--- config.mk ---
export PLATFORM = sky130hd
export DESIGN_NAME = mirror_sine_gen
export DESIGN_NICKNAME = d
export VERILOG_FILES = /design/src/rtl/mirror_sine_pkg.sv /design/src/rtl/sine_phase_ctrl.sv /design/src/rtl/sine_sample_path.sv /design/src/rtl/mirror_sine_gen.sv
export SDC_FILE = /design/constraint.sdc
export NUM_CORES = 1
export LEC_CHECK = 0
export BUFFER_PORTS_ARGS = -buffer_cell sky130_fd_sc_hd__buf_2
export CAP_MARGIN = 10
export CORE_MARGIN = 1
export CORE_UTILIZATION = 29
export DETAILED_ROUTE_END_ITERATION = 6
export PLACE_DENSITY = 0.64
export REMOVE_ABC_BUFFERS = 1
export SYNTH_ARGS = -nofsm -noshare
export SYNTH_HDL_FRONTEND = slang
export SYNTH_SLANG_ARGS = --single-unit
--- constraint.sdc ---
create_clock -name clk -period 1.4 [get_ports clk]
set_clock_uncertainty 0.1 [all_clocks]
set_input_delay 0.07 -clock clk [delete_from_list [all_inputs] [get_ports clk]]
set_output_delay 0.07 -clock clk [all_outputs]
set_load 0.05 [all_outputs]
--- src/rtl/mirror_sine_pkg.sv ---
package mirror_sine_pkg;
  localparam int PHASE_W    = 3;
  localparam int NUM_PHASES = 1 << PHASE_W;
  localparam int IDX_W      = PHASE_W - 1;
  localparam int MAG_W      = 8;
  localparam int SAMPLE_W   = MAG_W + 1;

  typedef struct packed {
    logic [IDX_W-1:0] tableIdx;
    logic             negate;
    logic             wrapStep;
  } seqStrobe_t;

  // Folded order: up 0..3, jump to 7, down to 4, back to 0.
  function automatic logic [PHASE_W-1:0] nextPhase(input logic [PHASE_W-1:0] p);
    logic [PHASE_W-1:0] n;
    if (!p[PHASE_W-1]) n = (p == PHASE_W'(NUM_PHASES/2 - 1)) ? PHASE_W'(NUM_PHASES - 1) : p + 1'b1;
    else               n = (p == PHASE_W'(NUM_PHASES/2))     ? '0                        : p - 1'b1;
    return n;
  endfunction

  function automatic logic [MAG_W-1:0] magnitude(input logic [IDX_W-1:0] idx);
    logic [MAG_W-1:0] m;
    case (idx)
      2'd0:    m = MAG_W'(49);
      2'd1:    m = MAG_W'(117);
      2'd2:    m = MAG_W'(117);
      default: m = MAG_W'(49);
    endcase
    return m;
  endfunction
endpackage

--- src/rtl/sine_phase_ctrl.sv ---
module sine_phase_ctrl
  import mirror_sine_pkg::*;
#(
  parameter bit ONE_HOT = 1'b0
) (
  input  logic               clk,
  input  logic               rst,
  input  logic               stepEn,
  output logic [PHASE_W-1:0] phase,
  output logic               phaseLegal,
  output seqStrobe_t         strobes
);

  generate
    if (ONE_HOT) begin : g_hot
      logic [NUM_PHASES-1:0] hotQ;
      logic [NUM_PHASES-1:0] hotNext;
      logic [PHASE_W-1:0]    hotEnc;

      always_comb begin
        hotNext = '0;
        for (int i = 0; i < NUM_PHASES; i++)
          if (hotQ[i]) hotNext[nextPhase(PHASE_W'(i))] = 1'b1;
      end

      always_comb begin
        hotEnc = '0;
        for (int i = 0; i < NUM_PHASES; i++)
          if (hotQ[i]) hotEnc = hotEnc | PHASE_W'(i);
      end

      always_ff @(posedge clk or posedge rst) begin
        if (rst)         hotQ <= NUM_PHASES'(1);
        else if (stepEn) hotQ <= $onehot(hotQ) ? hotNext : NUM_PHASES'(1);
      end

      assign phase      = hotEnc;
      assign phaseLegal = $onehot(hotQ);
    end else begin : g_bin
      logic [PHASE_W-1:0] binQ;

      always_ff @(posedge clk or posedge rst) begin
        if (rst)         binQ <= '0;
        else if (stepEn) binQ <= nextPhase(binQ);
      end

      assign phase      = binQ;
      assign phaseLegal = 1'b1;
    end
  endgenerate

  always_comb begin
    strobes.tableIdx = phase[IDX_W-1:0];
    strobes.negate   = phase[PHASE_W-1];
    strobes.wrapStep = stepEn && phaseLegal && (phase == PHASE_W'(NUM_PHASES/2));
  end

endmodule

--- src/rtl/sine_sample_path.sv ---
module sine_sample_path
  import mirror_sine_pkg::*;
(
  input  logic                       clk,
  input  logic                       rst,
  input  seqStrobe_t                 strobes,
  output logic signed [SAMPLE_W-1:0] sample,
  output logic                       cycleStart
);

  logic signed [SAMPLE_W-1:0] posMag;
  logic signed [SAMPLE_W-1:0] sampleNext;

  always_comb begin
    posMag     = $signed({1'b0, magnitude(strobes.tableIdx)});
    sampleNext = strobes.negate ? -posMag : posMag;
  end

  always_ff @(posedge clk or posedge rst) begin
    if (rst) begin
      sample     <= '0;
      cycleStart <= 1'b0;
    end else begin
      sample     <= sampleNext;
      cycleStart <= strobes.wrapStep;
    end
  end

endmodule

--- src/rtl/mirror_sine_gen.sv ---
module mirror_sine_gen
  import mirror_sine_pkg::*;
#(
  parameter bit ONE_HOT = 1'b0
) (
  input  logic                       clk,
  input  logic                       rst,
  input  logic                       stepEn,
  output logic signed [SAMPLE_W-1:0] sample,
  output logic [PHASE_W-1:0]         phase,
  output logic                       cycleStart
);

  seqStrobe_t strobes;
  logic       phaseLegal;

  sine_phase_ctrl #(.ONE_HOT(ONE_HOT)) uCtrl (
    .clk        (clk),
    .rst        (rst),
    .stepEn     (stepEn),
    .phase      (phase),
    .phaseLegal (phaseLegal),
    .strobes    (strobes)
  );

  sine_sample_path uPath (
    .clk        (clk),
    .rst        (rst),
    .strobes    (strobes),
    .sample     (sample),
    .cycleStart (cycleStart)
  );

endmodule

==> results of run 1 <==
## layer usage
metal  track usage, %  part of all wire [%]  vias to the layer above  wire, um
met5                0                     0                        -         0
met3            6.936                   9.3                        2        53
met2            17.50                    49                       17       278
met4            10.34                   1.4                        0         8
met1            9.091                    40                      105       228
li1                 -                     -                      107         -
## worst paths after layout
kind	endpoint	slack, ns	startpoint	cells past startpoint
max	uCtrl.phase[2]	0.05	uCtrl.phase[0]	2
max reg2reg	uCtrl.phase[2]	0.05	uCtrl.phase[0]	2
min reg2reg	uPath.sample[5]	0.46	uCtrl.phase[2]	1
min in group asynchronous	uCtrl.phase[1]	0.22	rst	3
max in group asynchronous	uCtrl.phase[0]	0.72	rst	3
min	uCtrl.phase[0]	0.02	stepEn	2
## through the flow
| step | setup TNS (ns) | utilization (%) |
|---|---|---|
| after CTS | 0 | 41.24 |
| after floorplan | -2.085 | - |
| final | 0 | 41.56 |
| after global placement | 0 | 38.40 |
| after detailed placement | -0.04279 | 38.40 |
| after global routing | 0 | 41.56 |
## flip-flops by register name, summed over array words and instances, names as in the netlist
| signal | cells |
|---|---|
| uPath.cycleStart | 1 |
| uPath.sample | 4 |
| uCtrl.phase | 3 |
## area by class of cell
| cell class | count | area, um2 | share of cell area (%) |
|---|---|---|---|
| Sequential cell | 8 | 202.7 | 41.12 |
| Multi-Input combinational cell | 9 | 120.1 | 24.37 |
| Timing Repair Buffer | 20 | 115.1 | 23.35 |
| Clock buffer | 3 | 22.52 | 4.569 |
| Tap cell | 14 | 17.52 | 3.553 |
| Inverter | 4 | 15.01 | 3.046 |
## logic make-up after synthesis
logic type / after synthesis
adder cells (fa/ha/maj): 4
AND/OR/NAND/NOR: 1
flip-flops: 8
buffers and inverters: 12
other: 1
multiplexers: 3
## cell usage in the layout, fill, tap and decap left out
master,synthesis,final
clkbuf_4,0,3
and3_2,1,1
fa_2,0,1
inv_2,0,1
dfrtp_2,0,2
dfrtp_1,8,6
dlygate4sd3_1,0,1
conb_1,1,1
fa_1,3,2
buf_4,8,4
ha_1,1,1
buf_2,0,15
mux2_2,3,3
inv_1,4,3
## timing repair
action | 4_1_cts | 5_1_grt
hold buffers | 1 | 0
endpoints found under the hold margin | 8 | 0
setup endpoints to repair | 1 | 1
resized for setup | 1 | 3
==> out/summary.txt, run 1 <==
status - completed
# IOs - 16
Cell Chain, Critical Path - fa_1, mux2_2
Post-Synth Adder-Cell Area - 18.47%
placed instance area - 455.4 um2
Vias/cell - 3.983
vias in the first global route - 234
CP delay by family, top - flip-flops
n_diodes - 0
worst endpoint data arrival time - 1.39 ns
GP Congestion - 0.7131
Die Span X - 38.81 um
Top FF cell, synth - dfrtp_1
Initial DRC Count - 0
first-pass GRT wire length - 945 um
area grow syn2layout - 25.48%
slowest stage cell on the critical path - dfrtp_2
XOR/XNOR Fraction of Synth Area - 0%
crit path buf inv count - 0
initial antenna violation count - 0
CP Launch Type - register
Critical Path RT - 1.44 ns
Die ar. - 1506 um2
CTS root buf - clkbuf_4
DRC - 0
share of cells above drive strength 1 - 68.18%
fin cells - 58
GRT Total Usage - 11.04%
Fin. Hold Viols - 0
drt first pass iters - 1
Setup-failing EPs final - 0
Worst-Skew Late Latency - 0.25 ns
core area - 1186 um2
final worst slack - 0.04787 ns
Die Height - 38.81 um
number of fill cells in the layout - 118
H-tree depth - 1
Final Critical Period - 1.352 ns
Synth Area in Compound Gates - 0%
Max Root-Sink Buffers - 2
Tcrit/Tclk final - 96.58%
Routed WL - 569 um
Syn. warnings - 0
cell row count - 12
largest family of logic cells by synthesized area - buffers and inverters
delay of the slowest cell on the worst path - 0.44 ns
CP Class - register to register
commonest cells in the netlist - buf_4, dfrtp_1, inv_1
sequential area share after synthesis - 50.96%
initial core utilization - 33.12%
pre-CTS setup slack - -0.04279 ns
worst hold path type - input port to register
Final Cell Area - 493.0 um2
Achievable Freq - 0.7396 GHz
CP max FO - 4
clk sinks - 8
DRT antenna net count - 0
max cap viols - 0
DR WL/cell - 9.810 um
register bit count reported by yosys - 8
synthesized area - 392.9 um2
placed cells - 54
Slew Viols, Final - 0
DPL Wire Length - 458.8 um
synthesized-area fraction occupied by and/or/nand/nor cells - 1.911%
Yosys top cell area share - 50.96%
Post-synth EDFFs - 0
Worst setup EP type - register
GRT Residual Overflow - 0
Unique masters post-synth - 8
Avg Inst Size Synth - 13.55 um2
synthesized instance count - 29
hold_ws - 0.01987 ns
Yosys top cell by area - dfrtp_1
Final nets - 53
Synth area leaders - dfrtp_1, fa_1, buf_4, mux2_2, inv_1
FFs w/ async S/R, synth - 100.0%
TritonCTS buffer count - 3
post-CTS setup buffers - 0
clock slew at reported path FFs - 0.06 ns
IO Port Bufs - 15
largest net degree at the start of global routing - 9
via count - 231
fraction of synthesized area in multiplexers - 8.599%
RSZ-0062 raised after global routing - false
CTS tree - done
Power of run 1 is not shown: default switching activity piles up to over one toggle a cycle in this logic, so the estimate is an artifact.
==> run 2: changes to the inputs <==
--- a/config.mk
+++ b/config.mk
@@ -7,10 +7,12 @@
 export LEC_CHECK = 0
 export BUFFER_PORTS_ARGS = -buffer_cell sky130_fd_sc_hd__buf_2
 export CAP_MARGIN = 10
+export CELL_PAD_IN_SITES_DETAIL_PLACEMENT = 1
+export CELL_PAD_IN_SITES_GLOBAL_PLACEMENT = 1
 export CORE_MARGIN = 1
 export CORE_UTILIZATION = 29
 export DETAILED_ROUTE_END_ITERATION = 6
-export PLACE_DENSITY = 0.64
+export PLACE_DENSITY = 0.76
 export REMOVE_ABC_BUFFERS = 1
 export SYNTH_ARGS = -nofsm -noshare
 export SYNTH_HDL_FRONTEND = slang
==> out/summary.txt, run 2 (synthesized netlist as in run 1, its figures left out) <==
max cap viols - 0
worst hold path type - input port to register
most flop-heavy register - uPath.sample
DRT antenna net count - 0
Achievable Freq - 0.7352 GHz
highest-count cells in the layout ignoring fill and taps - buf_2, dfrtp_1, fa_1, clkbuf_4, buf_4
H-tree depth - 1
DRC - 0
Critical Path RT - 1.44 ns
Hold EP - uCtrl.phase[1]
fin cells - 57
GRT Total Usage - 10.62%
final worst slack - 0.03987 ns
largest net degree at the start of global routing - 9
IO Port Bufs - 15
Worst-Skew Late Latency - 0.26 ns
max reg flops - 4
Vias/cell - 4.070
initial core utilization - 33.12%
clk sinks - 8
clock slew at reported path FFs - 0.05 ns
Routed WL - 624 um
end of the worst register-to-register path - uCtrl.phase[2]
share of cells above drive strength 1 - 67.44%
post-CTS setup buffers - 0
Final Cell Area - 486.7 um2
drt first pass iters - 3
vias in the first global route - 216
CTS tree - done
Setup-failing EPs final - 0
CP delay by family, top - flip-flops
placed cells - 53
placed instance area - 447.9 um2
Die ar. - 1506 um2
CP max FO - 4
first-pass GRT wire length - 979 um
n_diodes - 0
Crit Reg-Reg Startpoint - uCtrl.phase[0]
Initial DRC Count - 3
# IOs - 16
crit path buf inv count - 0
Worst R2R Path Depth - 2
CP Class - register to register
hold path cells - 2
Die Height - 38.81 um
CTS root buf - clkbuf_4
hold_ws - 0.02850 ns
Final Critical Period - 1.360 ns
Max Root-Sink Buffers - 2
core area - 1186 um2
Fin. Hold Viols - 0
GP Congestion - 0.6374
commonest non-fill, non-tap cell in the layout - buf_2
DPL Wire Length - 497.8 um
number of fill cells in the layout - 138
via count - 232
Slew Viols, Final - 0
Final nets - 52
CP Launch Type - register
initial antenna violation count - 0
TritonCTS buffer count - 3
Cell Chain, Critical Path - fa_1, mux2_2
DR WL/cell - 10.95 um
area grow syn2layout - 23.89%
Tcrit/Tclk final - 97.15%
status - completed
Reg2Reg Setup Slack - 0.04 ns
worst endpoint data arrival time - 1.40 ns
delay of the slowest cell on the worst path - 0.44 ns
worst hold path startpoint - stepEn
GRT Residual Overflow - 0
slowest stage cell on the critical path - dfrtp_2
Die Span X - 38.81 um
cell row count - 12
Worst setup EP type - register
pre-CTS setup slack - -0.03219 ns
==> run 2: worst reg2reg max path: cells and delay by family (launching register included) <==
kind / cells / cell delay (ns)
muxes: 1 / 0.28
adders and majority gates: 1 / 0.42
DFF: 1 / 0.44
==> run 2: per-stage QoR <==
| step | utilization, % | setup TNS, ns |
|---|---|---|
| after floorplan | - | -2.085 |
| after global placement | 37.76 | 0 |
| after detailed placement | 37.76 | -0.03219 |
| after CTS | 40.61 | 0 |
| after global routing | 41.03 | -0.001095 |
| final | 41.03 | 0 |
==> run 2: layout make-up <==
class	instances	area, um2	share of cell area [%]
Multi-Input combinational cell	9	121.4	24.94
Clock buffer	3	22.52	4.627
Timing Repair Buffer	19	107.6	22.11
Inverter	4	15.01	3.085
Sequential cell	8	202.7	41.65
Tap cell	14	17.52	3.599
==> run 2: how the worst max path moves through the flow <==
stage	start	endpoint	slack (ns)	cells after the start
final	uCtrl.phase[0]	uCtrl.phase[2]	0.04	2
after global routing	uCtrl.phase[0]	uCtrl.phase[0]	-0.001	3
after CTS	uCtrl.phase[1]	uCtrl.phase[2]	0.006	2
after detailed placement	uCtrl.phase[0]	uCtrl.phase[0]	-0.03	3
after global placement	uCtrl.phase[0]	uCtrl.phase[0]	0.003	3
after floorplan	uCtrl.phase[0]	uCtrl.phase[0]	-0.37	3
==> run 2: repair_timing <==
item                                    in CTS  in global routing
gates resized for setup                      1                  4
endpoints found under the hold margin        8                  0
hold buffers                                 1                  0
endpoints found under the setup margin       1                  3
==> run 2: metal layers <==
layer	global-route usage, %	up-vias	share of wire [%]
met1	11.48	113	38
met4	7.759	0	3.2
li1	-	103	-
met5	0	-	0
met3	3.468	2	6.7
met2	17.08	14	52
Power of run 2 is left out for the same reason.
==> run 3: changes to the inputs <==
--- a/config.mk
+++ b/config.mk
@@ -13,6 +13,7 @@
 export CORE_UTILIZATION = 29
 export DETAILED_ROUTE_END_ITERATION = 6
 export PLACE_DENSITY = 0.76
+export RECOVER_POWER = 50
 export REMOVE_ABC_BUFFERS = 1
 export SYNTH_ARGS = -nofsm -noshare
 export SYNTH_HDL_FRONTEND = slang
==> out/summary.txt, run 3 (synthesized netlist as in run 1, its figures left out) <==
worst hold path startpoint - stepEn
Util after Layout - 40.40%
Reg2Reg Setup Slack - 0.04 ns
DRC - 0
drt first pass iters - 3
Final nets - 52
CP delay by family, top - flip-flops
CTS root buf - clkbuf_4
Worst-Skew Late Latency - 0.26 ns
Die Span X - 38.81 um
Worst-Margin Slew - 0.5917 ns
Die ar. - 1506 um2
worst endpoint data arrival time - 1.40 ns
largest net degree at the start of global routing - 9
clk sinks - 8
Initial DRC Count - 2
first-pass GRT wire length - 979 um
Fin. Hold Viols - 0
Achievable Freq - 0.7353 GHz
Max Root-Sink Buffers - 2
Vias/cell - 4.035
H-tree depth - 1
Cell Chain, Critical Path - fa_1, mux2_2
Critical Path RT - 1.44 ns
slowest stage cell on the critical path - dfrtp_2
worst hold path type - input port to register
CP Class - register to register
DPL Wire Length - 497.8 um
max cap viols - 0
area grow syn2layout - 21.97%
GRT Residual Overflow - 0
IO Port Bufs - 15
n_diodes - 0
Tcrit/Tclk final - 97.14%
Final Critical Period - 1.360 ns
cell row count - 12
initial antenna violation count - 0
Crit Reg-Reg Startpoint - uCtrl.phase[0]
core area - 1186 um2
status - completed
GRT Total Usage - 10.62%
DR WL/cell - 11.16 um
CP max FO - 4
crit path buf inv count - 0
most flop-heavy register - uPath.sample
initial core utilization - 33.12%
highest-count cells in the layout ignoring fill and taps - buf_2, dfrtp_1, clkbuf_1
CP Launch Type - register
vias in the first global route - 216
CTS tree - done
max reg flops - 4
# IOs - 16
share of cells above drive strength 1 - 58.14%
DRT antenna net count - 0
Routed WL - 636 um
commonest non-fill, non-tap cell in the layout - buf_2
TritonCTS buffer count - 3
Die Height - 38.81 um
Worst setup EP type - register
Setup-failing EPs final - 0
GP Congestion - 0.6374
clock slew at reported path FFs - 0.05 ns
delay of the slowest cell on the worst path - 0.44 ns
Worst Setup SP - uCtrl.phase[0]
Rel. slew slack - 60.73%
Slew Viols, Final - 0
via count - 230
==> run 3: through the flow <==
| stage | cells | cell area (um2) | hold slack (ns) | setup WS [ns] | setup TNS, ns |
|---|---|---|---|---|---|
| after global routing | 57 | 479.2 | 0.03024 | -0.001095 | -0.001095 |
| final | 57 | 479.2 | 0.02540 | 0.04007 | 0 |
| after CTS | 57 | 481.7 | 0.01349 | 0.005719 | 0 |
| after detailed placement | 53 | 447.9 | -0.06781 | -0.03219 | -0.03219 |
| after global placement | 53 | 447.9 | -0.07358 | 0.003497 | 0 |
| after floorplan | 21 | 332.8 | -0.2143 | -0.3662 | -2.085 |
==> run 3: final timing paths <==
check                                   to  cells past startpoint
setup / recovery            uCtrl.phase[2]                      2
hold / removal              uCtrl.phase[1]                      2
setup reg to reg            uCtrl.phase[2]                      2
hold reg to reg            uPath.sample[5]                      1
max in group asynchronous   uCtrl.phase[0]                      3
min in group asynchronous  uPath.sample[3]                      3
==> run 3: layout make-up <==
type                       instances  area, um2
clock buffer                       3      22.52
fill                             139      706.9
inverter                           4      15.01
multi-input combinational          9      121.4
sequential                         8      202.7
tap                               14      17.52
timing repair buffer              19      100.1
==> run 3: metal layers <==
metal | wire length (um) | GRT usage (%) | vias up
met3 | 52 | 3.468 | 2
met1 | 240 | 11.48 | 111
li1 | - | - | 103
met5 | 0 | 0 | -
met2 | 323 | 17.08 | 14
met4 | 20 | 7.759 | 0
==> run 3: what timing repair did <==
action | 4_1_cts | 5_1_grt
endpoints found under the setup margin | 1 | 3
cloned | 0 | 0
hold buffers | 1 | 0
endpoints found under the hold margin | 8 | 0
setup buffers | 0 | 0
gates resized for setup | 1 | 4
Power of run 3 is left out for the same reason.
